--- src/rtl/hilo_mac_pkg.sv ---
package hilo_mac_pkg;
  typedef enum logic [1:0] {
    ACC_NONE = 2'd0,
    ACC_ADD  = 2'd1,
    ACC_SUB  = 2'd2
  } acc_mode_e;

  // op[2:1]: 00 multiply, 01 add, 10 subtract; op[0]: unsigned
  function automatic logic op_valid(input logic [2:0] op);
    return op < 3'd6;
  endfunction

  function automatic acc_mode_e op_mode(input logic [2:0] op);
    case (op[2:1])
      2'b01:   return ACC_ADD;
      2'b10:   return ACC_SUB;
      default: return ACC_NONE;
    endcase
  endfunction
endpackage

--- src/rtl/hilo_mac_engine.sv ---
module hilo_mac_engine #(
  parameter int DATA_W = 32
) (
  input  logic                  clk_i,
  input  logic                  rst_ni,
  input  logic                  req_i,
  input  logic                  signed_i,
  input  logic [DATA_W-1:0]     a_i,
  input  logic [DATA_W-1:0]     b_i,
  output logic                  busy_o,
  output logic                  last_o,
  output logic                  done_o,
  output logic [2*DATA_W-1:0]   prod_o
);
  localparam int PW    = 2 * DATA_W;
  localparam int CNT_W = (DATA_W > 1) ? $clog2(DATA_W) : 1;
  localparam logic [CNT_W-1:0] LAST_CNT = CNT_W'(DATA_W - 1);

  logic              busy_q, done_q, sgn_q;
  logic [CNT_W-1:0]  cnt_q;
  logic [PW-1:0]     mcand_q, acc_q, addend, acc_nxt;
  logic [DATA_W-1:0] mplier_q;
  logic              last;

  assign last   = busy_q && (cnt_q == LAST_CNT);
  assign addend = mplier_q[0] ? mcand_q : '0;
  // top multiplier bit carries negative weight in signed mode
  assign acc_nxt = (sgn_q && cnt_q == LAST_CNT) ? acc_q - addend : acc_q + addend;

  always_ff @(posedge clk_i or negedge rst_ni) begin
    if (!rst_ni) begin
      busy_q   <= 1'b0;
      done_q   <= 1'b0;
      sgn_q    <= 1'b0;
      cnt_q    <= '0;
      mcand_q  <= '0;
      mplier_q <= '0;
      acc_q    <= '0;
    end else begin
      done_q <= 1'b0;
      if (!busy_q) begin
        if (req_i) begin
          busy_q   <= 1'b1;
          cnt_q    <= '0;
          sgn_q    <= signed_i;
          mcand_q  <= signed_i ? {{DATA_W{a_i[DATA_W-1]}}, a_i} : {{DATA_W{1'b0}}, a_i};
          mplier_q <= b_i;
          acc_q    <= '0;
        end
      end else begin
        acc_q    <= acc_nxt;
        mcand_q  <= mcand_q << 1;
        mplier_q <= mplier_q >> 1;
        cnt_q    <= cnt_q + 1'b1;
        if (last) begin
          busy_q <= 1'b0;
          done_q <= 1'b1;
        end
      end
    end
  end

  assign busy_o = busy_q;
  assign last_o = last;
  assign done_o = done_q;
  assign prod_o = acc_nxt;

  AST_DONE_ONE_CYCLE: assert property (@(posedge clk_i) disable iff (!rst_ni)
    done_q |=> !done_q);
  AST_BUSY_HELD: assert property (@(posedge clk_i) disable iff (!rst_ni)
    busy_q && !last |=> busy_q);
  AST_START_IGNORED: assert property (@(posedge clk_i) disable iff (!rst_ni)
    busy_q && req_i && !last |=> cnt_q == CNT_W'($past(cnt_q) + 1'b1));
endmodule

--- src/rtl/hilo_mac_regs.sv ---
module hilo_mac_regs
  import hilo_mac_pkg::*;
#(
  parameter int DATA_W = 32
) (
  input  logic                clk_i,
  input  logic                rst_ni,
  input  logic                busy_i,
  input  logic                load_i,
  input  acc_mode_e           mode_i,
  input  logic [2*DATA_W-1:0] prod_i,
  input  logic                hi_we_i,
  input  logic [DATA_W-1:0]   hi_wdata_i,
  input  logic                lo_we_i,
  input  logic [DATA_W-1:0]   lo_wdata_i,
  output logic [DATA_W-1:0]   hi_o,
  output logic [DATA_W-1:0]   lo_o
);
  logic [DATA_W-1:0]   hi_q, lo_q;
  logic [2*DATA_W-1:0] base, result;

  assign base   = (mode_i == ACC_NONE) ? '0 : {hi_q, lo_q};
  assign result = (mode_i == ACC_SUB) ? base - prod_i : base + prod_i;

  always_ff @(posedge clk_i or negedge rst_ni) begin
    if (!rst_ni) begin
      hi_q <= '0;
      lo_q <= '0;
    end else if (load_i) begin
      {hi_q, lo_q} <= result;
    end else if (!busy_i) begin
      if (hi_we_i) hi_q <= hi_wdata_i;
      if (lo_we_i) lo_q <= lo_wdata_i;
    end
  end

  assign hi_o = hi_q;
  assign lo_o = lo_q;

  AST_HOLD_WHILE_BUSY: assert property (@(posedge clk_i) disable iff (!rst_ni)
    busy_i && !load_i |=> $stable(hi_q) && $stable(lo_q));
  AST_LO_KEEPS_ON_HI_WRITE: assert property (@(posedge clk_i) disable iff (!rst_ni)
    !busy_i && !load_i && !lo_we_i |=> $stable(lo_q));
endmodule

--- src/rtl/hilo_mac_unit.sv ---
module hilo_mac_unit
  import hilo_mac_pkg::*;
#(
  parameter int DATA_W = 32
) (
  input  logic              clk_i,
  input  logic              rst_ni,
  input  logic              start_i,
  input  logic [2:0]        op_i,
  input  logic [DATA_W-1:0] a_i,
  input  logic [DATA_W-1:0] b_i,
  input  logic              hi_we_i,
  input  logic [DATA_W-1:0] hi_wdata_i,
  input  logic              lo_we_i,
  input  logic [DATA_W-1:0] lo_wdata_i,
  output logic              busy_o,
  output logic              done_o,
  output logic [DATA_W-1:0] hi_o,
  output logic [DATA_W-1:0] lo_o
);
  logic                req, busy, last;
  logic [2*DATA_W-1:0] prod;
  acc_mode_e           mode_q;

  assign req = start_i && op_valid(op_i);

  always_ff @(posedge clk_i or negedge rst_ni) begin
    if (!rst_ni)          mode_q <= ACC_NONE;
    else if (req && !busy) mode_q <= op_mode(op_i);
  end

  hilo_mac_engine #(.DATA_W(DATA_W)) u_engine (
    .clk_i    (clk_i),
    .rst_ni   (rst_ni),
    .req_i    (req),
    .signed_i (!op_i[0]),
    .a_i      (a_i),
    .b_i      (b_i),
    .busy_o   (busy),
    .last_o   (last),
    .done_o   (done_o),
    .prod_o   (prod)
  );

  hilo_mac_regs #(.DATA_W(DATA_W)) u_regs (
    .clk_i      (clk_i),
    .rst_ni     (rst_ni),
    .busy_i     (busy),
    .load_i     (last),
    .mode_i     (mode_q),
    .prod_i     (prod),
    .hi_we_i    (hi_we_i),
    .hi_wdata_i (hi_wdata_i),
    .lo_we_i    (lo_we_i),
    .lo_wdata_i (lo_wdata_i),
    .hi_o       (hi_o),
    .lo_o       (lo_o)
  );

  assign busy_o = busy;

  AST_BAD_OP_IDLE: assert property (@(posedge clk_i) disable iff (!rst_ni)
    start_i && !busy && !op_valid(op_i) |=> !busy_o);
  AST_DONE_NOT_BUSY: assert property (@(posedge clk_i) disable iff (!rst_ni)
    done_o |-> !busy_o);
endmodule

--- config.mk ---
export PLATFORM = sky130hd
export DESIGN_NAME = hilo_mac_unit
export DESIGN_NICKNAME = d
export VERILOG_FILES = /design/src/rtl/hilo_mac_pkg.sv /design/src/rtl/hilo_mac_engine.sv /design/src/rtl/hilo_mac_regs.sv /design/src/rtl/hilo_mac_unit.sv
export SDC_FILE = /design/constraint.sdc
export NUM_CORES = 1
export LEC_CHECK = 0
export ABC_AREA = 1
export CELL_PAD_IN_SITES_DETAIL_PLACEMENT = 0
export CELL_PAD_IN_SITES_GLOBAL_PLACEMENT = 1
export CORE_ASPECT_RATIO = 2
export CORE_MARGIN = 5
export CORE_UTILIZATION = 45
export DETAILED_ROUTE_END_ITERATION = 10
export HOLD_SLACK_MARGIN = 0.06
export PLACE_DENSITY_LB_ADDON = 0.1
export SYNTH_ARGS = -nofsm -noshare
export SYNTH_HDL_FRONTEND = slang
export SYNTH_SLANG_ARGS = --single-unit
--- constraint.sdc ---
create_clock -name clk_i -period 16.6 [get_ports clk_i]
set_input_delay 3.32 -clock clk_i [delete_from_list [all_inputs] [get_ports clk_i]]
set_output_delay 3.32 -clock clk_i [all_outputs]
set_load 0.02 [all_outputs]
==> impl_metrics.csv, run 1 <==
group,metric,value,unit
route,antenna_left,0,
cts,cts-htree-levels,1,
placement,post-place-ws,8.412,ns
worst_setup_path,worst-path-stages,44,
synth,synth.cell_area,24590,µm²
cells_and_area,share_of_post_route_cells_with_drive_strength_above_1,0.05281,
cts,clk_latency,0.58,ns
placement,detailed_placement_wirelength_estimate,78.74,mm
cells_and_area,fill_cells,5925,
synth,synth.lib_cells_used.distinct,63,
synth,cell_type_with_the_largest_total_area_after_synthesis,"sky130_fd_sc_hd__dfrtp_1",
placement,placement.io_buffers,201,
cts,clkTransAtPathRegs,0.07,ns
die,die-area,59710,µm²
worst_setup_path,worst-path-max-fanout,57,
synth,post_synth_edffs,0,
cts,tritoncts,"built",
route,dr_total_vias,25679,
synth,synth_top_area_frac,0.2381,
global_routing,grt_usage,0.3039,
global_routing,number_of_global_route_vias_before_repair,26041,
timing,max_slew.worst_pin.slew,1.217,ns
worst_setup_path,setup.worst_path.class,"reg2reg",
global_routing,grt_antenna_before_repair,0,
synth,synth_flop_cell,"sky130_fd_sc_hd__dfrtp_1",
cts,post_cts_buffers,0,
global_routing,leftover_overflow_at_the_end_of_global_routing,0,
timing,worst_slew_margin_rel,0.1814,
placement,placed_cells_incl_taps,4875,
synth,synth_top_cells_by_area,"sky130_fd_sc_hd__dfrtp_1 24%, sky130_fd_sc_hd__nand2_1 19%, sky130_fd_sc_hd__inv_1 12%",
die,design.portCount,202,
placement,gp_congestion,1.004,
cells_and_area,n_antenna_cell,0,
synth,ys_seq_area_frac,0.2381,
cells_and_area,layout.core_utilization,0.5150,
route,totalWireLength,93.20,mm
die,die_w,175.3,µm
worst_setup_path,worstReg2RegEnd,"u_regs.hi_o[28]$_DFFE_PN0P_",
route,post_drt_wl_per_cell,18.95,µm
cts,clock_tree.buffer_depth,3,
route,drc,0,
cts,holdBufCountCts,0,
worst_setup_path,cp_data_arrival_time,8.79,ns
hold_path,timing.hold.worst_endpoint,"u_engine.cnt_q[3]$_DFFE_PN0P_",
synth,synth_async_sr_flop_share,1.000,
die,vertical_extent_of_the_die,340.6,µm
hold_path,worst_hold_startpoint,"u_engine.cnt_q[3]$_DFFE_PN0P_",
timing,max_clock_freq,120.6,MHz
run,timing.max_cap.violations,0,
cells_and_area,synthToLayoutAreaGrowth,13.81,%
worst_setup_path,worst_path_largest_cell_delay,0.52,ns
cells_and_area,num-nets-final,4493,
worst_setup_path,crit_path_top_delay_cell,"sky130_fd_sc_hd__dfrtp_2",
route,drt-initial-drc-count,1146,
cts,cts_inserted_buffers,25,
timing,final_period_minus_worst_setup_slack,8.294,ns
die,rows,121,
hold_path,worst_hold_path_type,"reg2reg",
timing,setup-violations-final,0,
synth,yosysMostFrequentCell,"sky130_fd_sc_hd__nand2_1",
cts,root_buf_cell,"sky130_fd_sc_hd__clkbuf_16",
cells_and_area,instances_no_fill,4918,
synth,netlist_top_cells_count,"1227 x sky130_fd_sc_hd__nand2_1, 767 x sky130_fd_sc_hd__inv_1, 400 x sky130_fd_sc_hd__nor2_1",
worst_setup_path,crit_top_cell,"sky130_fd_sc_hd__nand2_1",
timing,pnr_worst_setup_slack,8.306,ns
cts,clock_sinks,234,
worst_setup_path,worstReg2RegStart,"u_engine.mplier_q[0]$_DFFE_PN0P_",
worst_setup_path,crit_path_start_kind,"flop",
synth,synthesis.yosys.warnings,0,
synth,yosys_register_bits,234,
timing,timing.setup.tns,0,ns
worst_setup_path,cell_family_contributing_the_most_delay_on_the_critical_path,"simple AND/OR/NAND/NOR gates",
synth,synthesis.nets,4344,
worst_setup_path,cp.required,17.10,ns
worst_setup_path,timing.reg2reg.worst_path_depth,44,
timing,final_min_period_over_clock_period,0.4997,
status,status,"complete, no violations",
die,floorplan.initialDensity,0.4525,
route,drt_pre_antenna_iters,7,
route,route.detailed.vias_per_inst,5.221,
timing,final_hold_viol_count,0,
timing,report.final.slew_viol_count,0,
hold_path,min_path_cells,1,
timing,grt_setup_unrepaired,"false",
global_routing,grt_first_pass_wirelength,140.8,mm
die,design.core.area,54350,µm²
global_routing,maximum_number_of_pins_on_one_net_before_global_route_repair,93,
worst_setup_path,path_buf_inv,5,
worst_setup_path,setup_slack_of_the_worst_register_to_register_path,8.31,ns
worst_setup_path,timing.critical_path.to_type,"flop",
synth,synthCells,4077,
cts,post_cts_resized,0,
synth,mapped_avg_cell_area,6.032,µm²
timing,finClkSkew,0.01584,ns
[worst reg2reg max path: cells and delay by family, from the launching register on]
family	cells	cell delay, ns
compound gates	7	1.14
simple gates	28	4.68
buf+inv	5	0.71
xor+xnor	2	0.39
flops	1	0.52
fa+ha+maj	2	0.77
[area by class of cell]
| cell class | count | area (µm²) | area share |
|---|---|---|---|
| clock buffer | 35 | 683.2 | 0.02441 |
| tap | 676 | 845.8 | 0.03022 |
| clock inverter | 8 | 105.1 | 0.003755 |
| inverter | 806 | 3027 | 0.1081 |
| timing repair buffer | 221 | 2167 | 0.07743 |
| sequential | 234 | 5858 | 0.2093 |
| multi-input combinational | 2938 | 15300 | 0.5467 |
[metrics by stage]
stage | hold WS [ns] | cell area (µm²)
after floorplan | 0.4529 | 24590
after global placement | 0.4733 | 27200
after detailed placement | 0.4796 | 27200
after CTS | 0.4925 | 27990
after global routing | 0.5090 | 27990
final | 0.4870 | 27990
[cell usage in the layout (no fill, tap or decap), types with 30 or more instances in the layout]
cell and n:
sky130_fd_sc_hd__o21ai_0 220, sky130_fd_sc_hd__xor2_1 126, sky130_fd_sc_hd__clkdlybuf4s50_1 200, sky130_fd_sc_hd__nand2_1 1226
sky130_fd_sc_hd__nor2_2 30, sky130_fd_sc_hd__o221ai_1 56, sky130_fd_sc_hd__o22ai_1 36, sky130_fd_sc_hd__a21oi_1 182
sky130_fd_sc_hd__dfrtp_1 232, sky130_fd_sc_hd__ha_1 129, sky130_fd_sc_hd__inv_2 39, sky130_fd_sc_hd__nand3_1 174
sky130_fd_sc_hd__nand4_1 45, sky130_fd_sc_hd__nor2_1 397, sky130_fd_sc_hd__inv_1 764, sky130_fd_sc_hd__nor3_1 39
sky130_fd_sc_hd__nand2_2 45
[flip-flops by register name (all words and copies together) (netlist names)]
name	cells
u_engine.acc_q	64
u_engine.mcand_q	64
u_engine.mplier_q	32
u_regs.hi_o	32
u_regs.lo_o	32
u_engine.cnt_q	5
mode_q	2
u_engine.busy_o	1
u_engine.done_o	1
u_engine.sgn_q	1
[kinds of logic after synthesis]
group | count (synthesis) | synth area share
buf+inv | 905 | 0.1409
xor+xnor | 154 | 0.05515
mux | 1 | 0.0004070
compound gates | 610 | 0.1468
simple gates | 2042 | 0.3514
fa+ha+maj | 131 | 0.06726
flops | 234 | 0.2381
[worst max-delay path by stage]
stage | endpoint | slack, ns | from
after floorplan | u_regs.hi_o[20]$_DFFE_PN0P_ | 10.70 | u_engine.mplier_q[0]$_DFFE_PN0P_
after global placement | u_regs.hi_o[26]$_DFFE_PN0P_ | 8.45 | u_engine.mplier_q[0]$_DFFE_PN0P_
after detailed placement | u_regs.hi_o[28]$_DFFE_PN0P_ | 8.41 | u_engine.mplier_q[0]$_DFFE_PN0P_
final | u_regs.hi_o[28]$_DFFE_PN0P_ | 8.31 | u_engine.mplier_q[0]$_DFFE_PN0P_
after CTS | u_regs.hi_o[28]$_DFFE_PN0P_ | 8.37 | u_engine.mplier_q[0]$_DFFE_PN0P_
after global routing | u_regs.hi_o[28]$_DFFE_PN0P_ | 7.69 | u_engine.mplier_q[0]$_DFFE_PN0P_
[routing by layer]
layer,up-vias,share of wire,GRT usage,wire (µm)
met3,273,0.032,0.02394,2985
met1,11626,0.35,0.2957,32660
li1,13122,-,-,-
met4,0,0.094,0.2337,8726
met2,658,0.52,0.5821,48830
met5,-,0,0,0
Power of run 1 is left out: the tool's default activity adds up to more than one toggle a clock period on the data nets, which glitch-free logic cannot reach.
==> run 2: changes to the inputs <==
Settings changed: CORE_UTILIZATION 45 to 38.
Clock period 16.6 ns to 6.94 ns, I/O delays scaled along.
==> impl_metrics.csv, run 2 (synthesis gave the netlist of run 1 again) <==
group,metric,value,unit
hold_path,timing.hold.worst_endpoint,"u_engine.acc_q[26]$_DFFE_PN0P_",
worst_setup_path,setup.worst_path.class,"reg2reg",
die,design.portCount,202,
die,die_w,189.9,µm
placement,detailed_placement_wirelength_estimate,85.16,mm
cts,cts_inserted_buffers,27,
worst_setup_path,cp_data_arrival_time,7.17,ns
hold_path,worst_hold_startpoint,"u_engine.acc_q[26]$_DFFE_PN0P_",
cells_and_area,num-nets-final,5076,
hold_path,worst_hold_path_type,"reg2reg",
timing,final_hold_viol_count,0,
cts,holdBufCountCts,0,
timing,setup-violations-final,0,
worst_setup_path,timing.reg2reg.worst_path_depth,44,
die,rows,132,
worst_setup_path,worst-path-max-fanout,8,
cts,clkTransAtPathRegs,0.07,ns
worst_setup_path,worstReg2RegEnd,"u_regs.hi_o[17]$_DFFE_PN0P_",
timing,timing.setup.tns,0,ns
global_routing,maximum_number_of_pins_on_one_net_before_global_route_repair,132,
route,drt-initial-drc-count,1691,
cells_and_area,layout.core_utilization,0.5303,
cts,root_buf_cell,"sky130_fd_sc_hd__clkbuf_16",
timing,final_period_minus_worst_setup_slack,6.655,ns
timing,grt_setup_unrepaired,"true",
worst_setup_path,crit_top_cell,"sky130_fd_sc_hd__nand2_1",
route,route.detailed.vias_per_inst,4.980,
cts,cts-htree-levels,1,
worst_setup_path,cp.required,7.46,ns
route,totalWireLength,104.3,mm
timing,max_slew.worst_pin.slew,0.9373,ns
route,dr_total_vias,28054,
hold_path,min_path_cells,2,
route,drc,0,
timing,finClkSkew,0.04116,ns
cts,clk_latency,0.62,ns
worst_setup_path,crit_path_top_delay_cell,"sky130_fd_sc_hd__dfrtp_2",
worst_setup_path,crit_path_start_kind,"flop",
timing,max_clock_freq,150.3,MHz
cells_and_area,top_regs,"u_engine.acc_q (64), u_engine.mcand_q (64)",
global_routing,leftover_overflow_at_the_end_of_global_routing,0,
timing,worst_slew_margin_rel,0.3685,
cts,tritoncts,"built",
cts,clock_tree.buffer_depth,3,
die,die-area,70210,µm²
timing,report.final.slew_viol_count,0,
timing,final_min_period_over_clock_period,0.9590,
die,vertical_extent_of_the_die,369.8,µm
placement,placement.io_buffers,201,
global_routing,grt_first_pass_wirelength,157.5,mm
worst_setup_path,worst_path_largest_cell_delay,0.49,ns
cells_and_area,mostFrequentLayoutCells,"1139 x sky130_fd_sc_hd__nand2_1, 751 x sky130_fd_sc_hd__inv_1, 593 x sky130_fd_sc_hd__buf_4",
status,status,"complete, no violations",
global_routing,number_of_global_route_vias_before_repair,27811,
placement,gp_congestion,0.9925,
run,timing.max_cap.violations,0,
die,design.core.area,64410,µm²
global_routing,grt_usage,0.2876,
die,floorplan.initialDensity,0.3818,
cells_and_area,synthToLayoutAreaGrowth,38.89,%
worst_setup_path,worstReg2RegStart,"u_engine.mplier_q[0]$_DFFE_PN0P_",
timing,fin_hold_ws,0.4964,ns
route,drt_pre_antenna_iters,5,
route,antenna_left,0,
worst_setup_path,setup_slack_of_the_worst_register_to_register_path,0.28,ns
cells_and_area,layout.cells.most_common,"sky130_fd_sc_hd__nand2_1",
global_routing,grt_antenna_before_repair,4,
cells_and_area,share_of_post_route_cells_with_drive_strength_above_1,0.2370,
cts,clock_sinks,234,
worst_setup_path,timing.critical_path.to_type,"flop",
route,post_drt_wl_per_cell,18.51,µm
==> run 2: critical path, delay by kind of cell, from the launching register on <==
kind / cells / cell delay, ns
buf+inv: 10 / 1.26
compound gates: 4 / 0.62
fa+ha+maj: 2 / 0.61
simple gates: 25 / 2.87
flops: 1 / 0.49
xor+xnor: 3 / 0.69
==> run 2: area by class of cell <==
type	count	area, µm²
inverters	806	3028
flip-flops and latches	234	5858
multi-input cells	2938	16750
well taps	804	1006
clock inverters	14	183.9
clock buffers	34	721.9
repair buffers	802	6603
fillers	6750	30260
diodes	1	2.502
==> run 2: stage by stage <==
stage | cell area, µm² | instances | setup WS, ns
2_1_floorplan | 24590 | 4077 | 1.039
3_3_place_gp | 31550 | 5553 | -0.3320
3_5_place_dp | 31550 | 5553 | -0.4273
4_1_cts | 32620 | 5607 | 0.0001692
5_1_grt | 34160 | 5633 | -0.1167
6_report | 34160 | 5633 | 0.2845
==> run 2: worst max-delay path by stage <==
stage	startpoint	to	slack, ns
floorplan	u_engine.mplier_q[0]$_DFFE_PN0P_	u_regs.hi_o[20]$_DFFE_PN0P_	1.04
global placement	u_engine.mplier_q[0]$_DFFE_PN0P_	u_regs.hi_o[28]$_DFFE_PN0P_	-0.33
detailed placement	u_engine.mplier_q[0]$_DFFE_PN0P_	u_regs.hi_o[28]$_DFFE_PN0P_	-0.43
CTS	u_engine.mplier_q[0]$_DFFE_PN0P_	u_regs.hi_o[24]$_DFFE_PN0P_	0.0002
global route	u_engine.mplier_q[0]$_DFFE_PN0P_	u_regs.hi_o[25]$_DFFE_PN0P_	-0.12
finish	u_engine.mplier_q[0]$_DFFE_PN0P_	u_regs.hi_o[17]$_DFFE_PN0P_	0.28
==> run 2: metal layers <==
| metal | track usage | up-vias | wire, µm |
|---|---|---|---|
| met5 | 0 | - | 13 |
| met4 | 0.1248 | 2 | 6272 |
| met3 | 0.02583 | 185 | 3769 |
| met2 | 0.5418 | 621 | 53430 |
| met1 | 0.3263 | 12946 | 40800 |
| li1 | - | 14300 | - |
==> run 2: what timing repair did <==
| action | in CTS | in global routing |
|---|---|---|
| pin swaps | 4 | 68 |
| cloned | 0 | 0 |
| buffers inserted | 6 | 25 |
| setup endpoints to repair | 13 | 37 |
| resized for setup | 34 | 387 |
Power of run 2 is left out for the same reason.
==> run 3: changes to the inputs <==
Settings changed: PLACE_DENSITY set to 0.87, PLACE_DENSITY_LB_ADDON 0.1 to not set.
==> impl_metrics.csv, run 3 (synthesis gave the netlist of run 1 again) <==
group,metric,value,unit
die,die_w,189.9,µm
timing,report.final.slew_viol_count,0,
worst_setup_path,cell_family_contributing_the_most_delay_on_the_critical_path,"simple AND/OR/NAND/NOR gates",
worst_setup_path,setup.worst_path.end,"u_regs.hi_o[24]$_DFFE_PN0P_",
worst_setup_path,worstReg2RegStart,"u_engine.mplier_q[0]$_DFFE_PN0P_",
die,die-area,70210,µm²
cells_and_area,fill_cells,6673,
timing,setup-violations-final,0,
route,drt-initial-drc-count,1448,
timing,max_clock_freq,149.3,MHz
route,antenna_left,0,
cts,root_buf_cell,"sky130_fd_sc_hd__clkbuf_16",
cells_and_area,n_antenna_cell,0,
route,route.detailed.vias_per_inst,5.052,
route,totalWireLength,103.0,mm
worst_setup_path,startpoint,"u_engine.mplier_q[0]$_DFFE_PN0P_",
timing,timing.setup.tns,0,ns
worst_setup_path,setup.worst_path.class,"reg2reg",
timing,final_min_period_over_clock_period,0.9649,
worst_setup_path,timing.reg2reg.worst_path_depth,41,
cells_and_area,num-nets-final,4978,
status,status,"complete, no violations",
global_routing,grt_antenna_before_repair,0,
timing,final_period_minus_worst_setup_slack,6.696,ns
worst_setup_path,timing.critical_path.to_type,"flop",
route,dr_total_vias,27964,
cts,clk_latency,0.61,ns
global_routing,leftover_overflow_at_the_end_of_global_routing,0,
cts,tritoncts,"built",
die,rows,132,
placement,detailed_placement_wirelength_estimate,82.88,mm
cells_and_area,synthToLayoutAreaGrowth,38.58,%
cts,cts-htree-levels,1,
placement,placed_cells_incl_taps,5421,
cells_and_area,layout.cells.most_common,"sky130_fd_sc_hd__nand2_1",
worst_setup_path,worst_path_largest_cell_delay,0.53,ns
timing,final_hold_viol_count,0,
die,design.core.area,64410,µm²
worst_setup_path,cp_data_arrival_time,7.18,ns
worst_setup_path,crit_path_top_delay_cell,"sky130_fd_sc_hd__dfrtp_4",
cts,cts_inserted_buffers,27,
cells_and_area,mostFrequentLayoutCells,"1102 x sky130_fd_sc_hd__nand2_1, 739 x sky130_fd_sc_hd__inv_1, 492 x sky130_fd_sc_hd__buf_4",
hold_path,worst_hold_path_type,"reg2reg",
worst_setup_path,setup_slack_of_the_worst_register_to_register_path,0.24,ns
global_routing,grt_usage,0.2808,
worst_setup_path,worst-path-stages,41,
run,timing.max_cap.violations,0,
cells_and_area,top_regs,"u_engine.acc_q (64), u_engine.mcand_q (64)",
worst_setup_path,crit_top_cell,"sky130_fd_sc_hd__nand2_1",
timing,finClkSkew,0.01951,ns
global_routing,grt_first_pass_wirelength,154.2,mm
worst_setup_path,cp.required,7.42,ns
route,drc,0,
cells_and_area,instances_no_fill,5535,
route,drt_pre_antenna_iters,6,
global_routing,maximum_number_of_pins_on_one_net_before_global_route_repair,134,
cts,clkTransAtPathRegs,0.07,ns
worst_setup_path,path_buf_inv,8,
die,floorplan.initialDensity,0.3818,
placement,gp_congestion,0.9889,
placement,placement.io_buffers,201,
cts,clock_tree.buffer_depth,3,
worst_setup_path,worstReg2RegEnd,"u_regs.hi_o[24]$_DFFE_PN0P_",
die,vertical_extent_of_the_die,369.8,µm
route,post_drt_wl_per_cell,18.62,µm
worst_setup_path,crit_path_start_kind,"flop",
cells_and_area,share_of_post_route_cells_with_drive_strength_above_1,0.2441,
worst_setup_path,worst-path-max-fanout,6,
timing,worst_slew_margin_rel,0.2605,
timing,fin_hold_ws,0.4941,ns
global_routing,number_of_global_route_vias_before_repair,27530,
timing,grt_setup_unrepaired,"true",
timing,max_slew.worst_pin.slew,1.109,ns
cts,clock_sinks,234,
die,design.portCount,202,
run 3: cell types whose count changed in the layout (fill, tap and decap cells not counted), moves of 10 or more:
cell / before / now
sky130_fd_sc_hd__buf_4: 593 / 492
sky130_fd_sc_hd__nand2_1: 1139 / 1102
sky130_fd_sc_hd__nand2_2: 126 / 153
sky130_fd_sc_hd__a21oi_1: 155 / 135
sky130_fd_sc_hd__nor2_4: 38 / 58
sky130_fd_sc_hd__nor2_1: 298 / 280
sky130_fd_sc_hd__a21oi_2: 27 / 44
sky130_fd_sc_hd__ha_1: 105 / 90
sky130_fd_sc_hd__ha_4: 15 / 27
sky130_fd_sc_hd__inv_1: 751 / 739
sky130_fd_sc_hd__inv_2: 53 / 65
sky130_fd_sc_hd__nand2_4: 8 / 18
run 3: stage by stage:
| step | util | worst slack, ns | area, µm² |
|---|---|---|---|
| after floorplan | - | 1.039 | 24590 |
| after global placement | 0.4738 | -0.2432 | 30520 |
| after detailed placement | 0.4738 | -0.3912 | 30520 |
| after CTS | 0.4910 | -0.03162 | 31630 |
| after global routing | 0.5291 | -0.1196 | 34080 |
| final | 0.5291 | 0.2438 | 34080 |
run 3: routing by layer:
layer | vias to the layer above | global-route usage | wire length [µm]
met5 | - | 0 | 0
met4 | 0 | 0.1610 | 7305
met3 | 218 | 0.02423 | 4198
met2 | 763 | 0.5047 | 51100
met1 | 12884 | 0.3233 | 40440
li1 | 14099 | - | -
run 3: how the worst min path moves through the flow:
| stage | start | endpoint | slack, ns | cells after the start |
|---|---|---|---|---|
| floorplan | u_engine.sgn_q$_DFFE_PN0P_ | u_engine.sgn_q$_DFFE_PN0P_ | 0.45 | 2 |
| global placement | u_engine.acc_q[29]$_DFFE_PN0P_ | u_engine.acc_q[29]$_DFFE_PN0P_ | 0.47 | 2 |
| detailed placement | u_engine.sgn_q$_DFFE_PN0P_ | u_engine.sgn_q$_DFFE_PN0P_ | 0.48 | 2 |
| CTS | u_engine.acc_q[20]$_DFFE_PN0P_ | u_engine.acc_q[20]$_DFFE_PN0P_ | 0.50 | 2 |
| global route | u_engine.acc_q[27]$_DFFE_PN0P_ | u_engine.acc_q[27]$_DFFE_PN0P_ | 0.52 | 2 |
| finish | u_engine.sgn_q$_DFFE_PN0P_ | u_engine.sgn_q$_DFFE_PN0P_ | 0.49 | 2 |
run 3: cell type report:
class / count / area [µm²] / share of cell area
repair buffers: 704 / 5906 / 0.1733
well taps: 804 / 1006 / 0.02952
flip-flops and latches: 234 / 5861 / 0.1720
clock inverters: 16 / 206.4 / 0.006058
multi-input cells: 2938 / 17340 / 0.5087
clock buffers: 33 / 738.2 / 0.02166
inverters: 806 / 3027 / 0.08881
run 3: worst register-to-register path, delay by kind of cell, from the launching register on:
family	cells	cell delay, ns
adders and majority gates	2	0.60
AOI/OAI and AO/OA	8	1.34
xor gates and xnor gates	2	0.40
and+or+nand+nor	21	2.75
buffers and inverters	8	0.91
DFF	1	0.53
run 3: repair_timing:
action | 4_1_cts | 5_1_grt
gates resized for setup | 37 | 536
hold endpoints to repair | 0 | 0
pin swaps | 5 | 148
gates cloned | 0 | 3
setup endpoints to repair | 19 | 38
hold buffers | 0 | 0
setup buffers | 4 | 59
Power of run 3 is left out for the same reason.
